[config.mk]
export PLATFORM = sky130hd
export DESIGN_NAME = ftag_store
export DESIGN_NICKNAME = d
export VERILOG_FILES = /design/src/rtl/ftag_pkg.sv /design/src/rtl/ftag_store.sv
export SDC_FILE = /design/constraint.sdc
export NUM_CORES = 1
export LEC_CHECK = 0
export BUFFER_PORTS_ARGS = -buffer_cell sky130_fd_sc_hd__clkbuf_2
export CORE_UTILIZATION = 41
export CTS_CLUSTER_SIZE = 10
export DETAILED_ROUTE_END_ITERATION = 8
export GPL_TIMING_DRIVEN = 1
export PLACE_DENSITY_LB_ADDON = 0.05
export REMOVE_ABC_BUFFERS = 1
export SETUP_SLACK_MARGIN = 0.1
export SYNTH_ARGS = -nofsm -noshare
export SYNTH_HDL_FRONTEND = slang
export SYNTH_SLANG_ARGS = --single-unit
[constraint.sdc]
create_clock -name clk -period 2.1 [get_ports clk]
set_input_delay 0.315 -clock clk [delete_from_list [all_inputs] [get_ports clk]]
set_output_delay 0.315 -clock clk [all_outputs]
set_load 0.1 [all_outputs]
[src/rtl/ftag_pkg.sv]
package ftag_pkg;
  typedef enum logic [1:0] {
    TAG_INV = 2'b00,
    TAG_SHR = 2'b01,
    TAG_EXC = 2'b10,
    TAG_TRN = 2'b11
  } tag_e;

  typedef enum logic [1:0] {
    MODE_LOCAL  = 2'b00,
    MODE_CACHE  = 2'b01,
    MODE_REMOTE = 2'b10,
    MODE_SPARE  = 2'b11
  } mode_e;

  typedef struct packed {
    logic retry;
    logic intervene;
    logic need_req;
    logic req_excl;
    logic tag_we;
    tag_e tag_new;
  } verdict_t;
endpackage

[src/rtl/ftag_store.sv]
module ftag_store
  import ftag_pkg::*;
#(
  parameter int FRAME_W = 2,
  parameter int LIDX_W  = 4,
  localparam int IDX_W   = FRAME_W + LIDX_W,
  localparam int LINES   = 1 << LIDX_W,
  localparam int ENTRIES = 1 << IDX_W
) (
  input  logic               clk,
  input  logic               rst_n,
  input  logic [IDX_W-1:0]   rd_a_idx,
  output tag_e               rd_a_tag,
  input  logic [IDX_W-1:0]   rd_b_idx,
  output tag_e               rd_b_tag,
  input  logic               init_we,
  input  logic [FRAME_W-1:0] init_frame,
  input  tag_e               init_tag,
  input  logic               fill_we,
  input  logic [IDX_W-1:0]   fill_idx,
  input  tag_e               fill_tag,
  input  logic               bus_we,
  input  logic [IDX_W-1:0]   bus_idx,
  input  tag_e               bus_tag
);
  logic [2*ENTRIES-1:0] tags_flat;

  for (genvar e = 0; e < ENTRIES; e++) begin : g_entry
    localparam logic [FRAME_W-1:0] MY_FRAME = FRAME_W'(e / LINES);
    localparam logic [IDX_W-1:0]   MY_IDX   = IDX_W'(e);
    tag_e q;
    always_ff @(posedge clk or negedge rst_n) begin
      if (!rst_n)                                q <= TAG_INV;
      else if (init_we && init_frame == MY_FRAME) q <= init_tag;
      else if (fill_we && fill_idx == MY_IDX)     q <= fill_tag;
      else if (bus_we && bus_idx == MY_IDX)       q <= bus_tag;
    end
    assign tags_flat[2*e +: 2] = q;
  end

  assign rd_a_tag = tag_e'(tags_flat[{rd_a_idx, 1'b0} +: 2]);
  assign rd_b_tag = tag_e'(tags_flat[{rd_b_idx, 1'b0} +: 2]);
endmodule

Word level (Yosys, flattened, before mapping)
Index checks and enable logic that the tools add are counted.
{"block": "word_totals", "register_bits": 128, "inputBits": 37, "word_cells": 586}
{"block": "op_classes", "n_eq_ne": 129, "n_shift": 2, "mux": 192, "reduce_logical": 199}
{"cell": "$eq 6x6->1 const B", "n": 64}
{"cell": "$mux 2", "n": 192}
{"cell": "$shiftx 128x8->2", "n": 2}
{"cell": "$eq 6x5->1 const B", "n": 32}
{"cell": "$reduce_bool 3->1", "n": 64}
{"cell": "$logic_and 1x1->1", "n": 132}
{"cell": "$eq 6x4->1 const B", "n": 16}
{"cell": "$eq 6x3->1 const B", "n": 8}
{"cell": "$eq 6x2->1 const B", "n": 4}
{"cell": "$eq 6x1->1 const B", "n": 2}
{"cell": "$logic_not 6->1", "n": 2}
{"cell": "$eq 2x2->1 const B", "n": 2}
{"cell": "$eq 2x1->1 const B", "n": 1}
{"cell": "$logic_not 2->1", "n": 1}

Logic depth before layout (Yosys ltp)
{"block": "depth", "ltp_word": 5, "ltp_mapped": 7}

Least setup slack after synthesis
No wires, ideal clock.
{"block": "synth_path", "path_kind": "in2out", "start": "input rd_b_idx[0]", "end": "output rd_b_tag[0]", "arrival_time_ns": 3.513, "slack_ns": -1.728, "cell_stages": 6, "cell_sequence": "buf_6 > buf_6 > mux4_2 > a22oi_1 > and4b_1 > a311oi_1"}
{"block": "synth_via", "elab_chain_len": 1}
{"item": "start: declaration", "line_no": "ftag_store.sv:14", "text": "input logic [IDX_W-1:0] rd_b_idx,"}
{"item": "$shiftx 128x8->2", "line_no": "ftag_store.sv:42", "text": "assign rd_b_tag = tag_e'(tags_flat[{rd_b_idx, 1'b0} +: 2]);"}
{"item": "end: declaration", "line_no": "ftag_store.sv:15", "text": "output tag_e rd_b_tag,"}
Every way passes these cells.

Final worst setup path
{"block": "layout_path", "start": "register g_entry[7].q[1]", "end": "output rd_b_tag[1]"}
{"block": "layout_via", "elab_chain_len": 1}
{"item": "start: declaration", "line_no": "ftag_store.sv:31", "text": "tag_e q;"}
{"item": "start signal: assignment", "line_no": "ftag_store.sv:34", "text": "else if (init_we && init_frame == MY_FRAME) q <= init_tag;"}
{"item": "start signal: assignment", "line_no": "ftag_store.sv:35", "text": "else if (fill_we && fill_idx == MY_IDX) q <= fill_tag;"}
{"item": "start signal: assignment", "line_no": "ftag_store.sv:36", "text": "else if (bus_we && bus_idx == MY_IDX) q <= bus_tag;"}
{"item": "$shiftx 128x8->2", "line_no": "ftag_store.sv:42"}
Every way passes these cells.

==> flow_results.org <==
** Outcome
- Run status :: finished, violations left
- The final reports fail on negative setup slack.

** Clock network
- The clock passes through at most 2 buffers.
- The tree is rooted in a clkbuf_16.
- Clock tree synthesis inserted a total of 17 buffers.
- The H-tree generated during clock tree synthesis spans 4 levels.
- For this design, the sink count on the clock tree is 128.
- TritonCTS built the clock tree.
- Clock-pin slew was measured on the worst setup and hold paths at 0.06 ns.
- Clock insertion delay at the later pin of the skew report :: 0.43 ns

** STA
- The clock arrives with 0 ns of skew.
- Final Hold Fails :: 0
- For the pin with the worst max-slew slack, the measured transition is 1.050 ns.
- Upper clock frequency limit :: 378.1 MHz
- The max-slew violation count was 0.
- Relative slew slack :: 29.76%
- Final WS setup :: -0.5449 ns
- Number of endpoints failing setup at the final stage :: 4
- In the finished design, the share of the clock period the worst path needs comes to 125.9%.
- Setup repair after global routing missed its margin :: true
- After layout, the minimum clock period comes to 2.645 ns.

** Synth
- Cell type contributing the most total cell area after synthesis :: dfrtp_1
- By area the synthesized netlist is led by dfrtp_1 (31%), mux2_2 (14%), mux4_2 (13%), mux2i_1 (13%), a21oi_1 (7.4%).
- Most numerous cell types in the synthesized netlist :: a21oi_1 (152), mux2i_1 (133), mux2_2 (129)
- Sequential elements use 31.15% of the synthesized area.
- Counting flops with a built-in enable in the synthesized netlist gives 0.
- After synthesis, the mean cell area works out to 10.04 µm².
- Yosys mapped the design onto 48 distinct sky130hd cell types.
- Summed over its instances, the top area cell type makes up 31.15% of the synthesized netlist area.
- Cell area after technology mapping :: 10280 µm²
- Synth Register Bits :: 128
- Synthesis handed over a netlist of 1024 instances.
- Counting flops with an async set or reset pin after synthesis yields a share of 100.0%.
- Main flop type after synthesis :: dfrtp_1
- Yosys printed 0 warnings.
- Among all cell types in the netlist, the one instantiated most often is a21oi_1.

** Flow run
- Max-cap violation count :: 0

** Floorplanning
- Width of the chip :: 160.4 µm
- The floorplan step defined a core boundary enclosing 24460 µm².
- In this run the count of I/O pins placed on the die edge is 41.
- Once the floorplan was initialized, standard cells occupied 42.03% of the core.
- In this run the core area contains 57 standard-cell rows.
- Die footprint :: 25710 µm²
- The die is 160.4 µm tall.

** Drt
- Using the TritonRoute via totals, the vias-per-cell ratio works out to 6.243.
- In the routed design, unresolved DRC markers number 0.
- The first detailed-routing pass took 5 iterations.
- Post-Route WL :: 41310 µm
- In this run the remaining antenna-violating nets after routing total 0.
- Via Count :: 9302
- After detailed routing, the average wire length per cell comes to 27.73 µm.
- DRC marker count from the first detailed-route iteration :: 1063

** Cells and area
- # nets final :: 1188
- Number of cells in the finished layout apart from fillers :: 1490
- Max reg flops :: 128
- For this run, the share of the core covered by cells in the final layout is 52.53%.
- Compared with the post-synthesis result, the final layout area differs by 24.98%.
- Fraction of final layout cells sized beyond drive strength 1 :: 39.60%
- Register with the most flip-flops :: g_entry.q
- Registers with the most flip-flops :: g_entry.q: 128 flops

** Placement
- Number of cells in the design after placement :: 1454
- Placement-stage worst setup slack :: -0.4290 ns
- Summed over all nets, the half-perimeter wirelength after detailed placement is 28670 µm.
- The congestion estimate from routability-driven global placement came to 0.9986.
- Input and output buffers added on the ports amount to 40.

** Critical path
- Largest fanout of any net on the critical path :: 3
- The worst setup path is launched from a flop.
- Crit path capture type :: output port
- For the worst setup path, the data required time is 1.78 ns.
- Signal arrival time at the worst endpoint :: 2.33 ns
- By startpoint and endpoint, the worst setup path is classified as reg2out.

** GRT
- Across every metal layer, demand over resource in global routing totals 32.88%.
- Wire length of the first global-routing pass :: 60570 µm
- Vias in the first global route :: 8932
- Congestion Overflow GR :: 0
- Pin count of the biggest net entering global routing :: 65
- The initial antenna violation count is 3.

** Power
- Total Power Consumption :: 0.009947 W
- In this run the power density over the cells is 774.1 nW/µm².
- VDD IR-drop max :: 0.4359 mV
- Total leakage power :: 5.621 nW

** Min path
- The min-delay analysis places its worst path in the category in2reg.
## area by class of cell
| class | count | area (µm²) |
|---|---|---|
| antenna | 2 | 5.005 |
| clock buffer | 20 | 446.7 |
| clock inverter | 12 | 207.7 |
| fill | 2202 | 11610 |
| inverter | 1 | 3.754 |
| multi-input combinational | 806 | 6855 |
| sequential | 128 | 3203 |
| tap | 324 | 405.4 |
| timing repair buffer | 197 | 1723 |
## per-stage QoR
stage / instance area (µm²) / TNS, ns / hold WS [ns]
2_1_floorplan: 9893 / -9.985 / 0.01941
3_3_place_gp: 12000 / -1.614 / 0.3080
3_5_place_dp: 12000 / -1.604 / 0.3093
4_1_cts: 12740 / -1.880 / 0.2915
5_1_grt: 12840 / -2.033 / 0.3154
6_report: 12850 / -1.806 / 0.2965
## cells in the final DEF (no fill, tap or decap), drive strengths merged, types with 6 or more instances in the layout
cell type,netlist,final
buf,36,161
a21oi,152,152
mux2i,133,133
mux2,131,131
dfrtp,128,128
nand2,86,86
nor2,86,86
mux4,61,61
clkbuf,53,55
o21ai,52,52
a22oi,18,18
nor2b,11,11
nand3,8,8
nand3b,6,6
and4bb,6,6
nor4b,6,6
## worst max-delay path: stages (launching register included)
cell and delay [ns]:
dfrtp_1 0.43, mux4_2 0.49, a22oi_1 0.19, a21o_1 0.23, a21oi_2 0.08, a211o_1 0.28, buf_12 0.18
## cell families (layout without fill, tap and decap cells)
kind of cell | after synthesis | count (layout) | share of synthesized area (%)
AOI/OAI and AO/OA | 237 | 237 | 12.45
muxes | 325 | 325 | 40.66
DFF | 128 | 128 | 31.15
and+or+nand+nor | 244 | 244 | 11.93
other | 0 | 2 | 0
buffers and inverters | 90 | 230 | 3.809
## layer usage
metal | routed length, µm | GRT usage [%] | vias to the layer above
met1 | 18690 | 48.16 | 4667
met4 | 1338 | 12.55 | 0
met2 | 17230 | 45.99 | 464
met5 | 0 | 0 | -
met3 | 4055 | 8.600 | 66
li1 | - | - | 4105
## worst paths after layout
kind / start / end / slack, ns / cells past startpoint
setup / recovery: g_entry[7].q[1] / rd_b_tag[1] / -0.54 / 6
hold / removal: init_tag[1] / g_entry[30].q[1] / 0.30 / 3
setup reg to reg: g_entry[61].q[1] / g_entry[61].q[1] / 1.02 / 4
hold reg to reg: g_entry[45].q[1] / g_entry[45].q[1] / 0.53 / 1
max in group asynchronous: rst_n / g_entry[53].q[0] / 1.08 / 3
min in group asynchronous: rst_n / g_entry[16].q[0] / 0.41 / 2
## where the power goes
group	internal [W]	total, W	switching [W]	leakage [nW]
clock network	0.00215	0.00340	0.00125	0.307
registers	0.00304	0.00368	0.000638	1.50
logic	0.00157	0.00287	0.00131	3.82
total	0.00676	0.00995	0.00319	5.62
## repair_timing
item                       in CTS  in global routing
hold buffers                    1                  0
pin swaps                       4                  6
setup buffers                   0                  1
resized for setup              19                 18
hold endpoints to repair       43                  0
cloned                          0                  0
setup endpoints to repair       4                  4
Note: power is estimated with default switching activity, not from simulation.
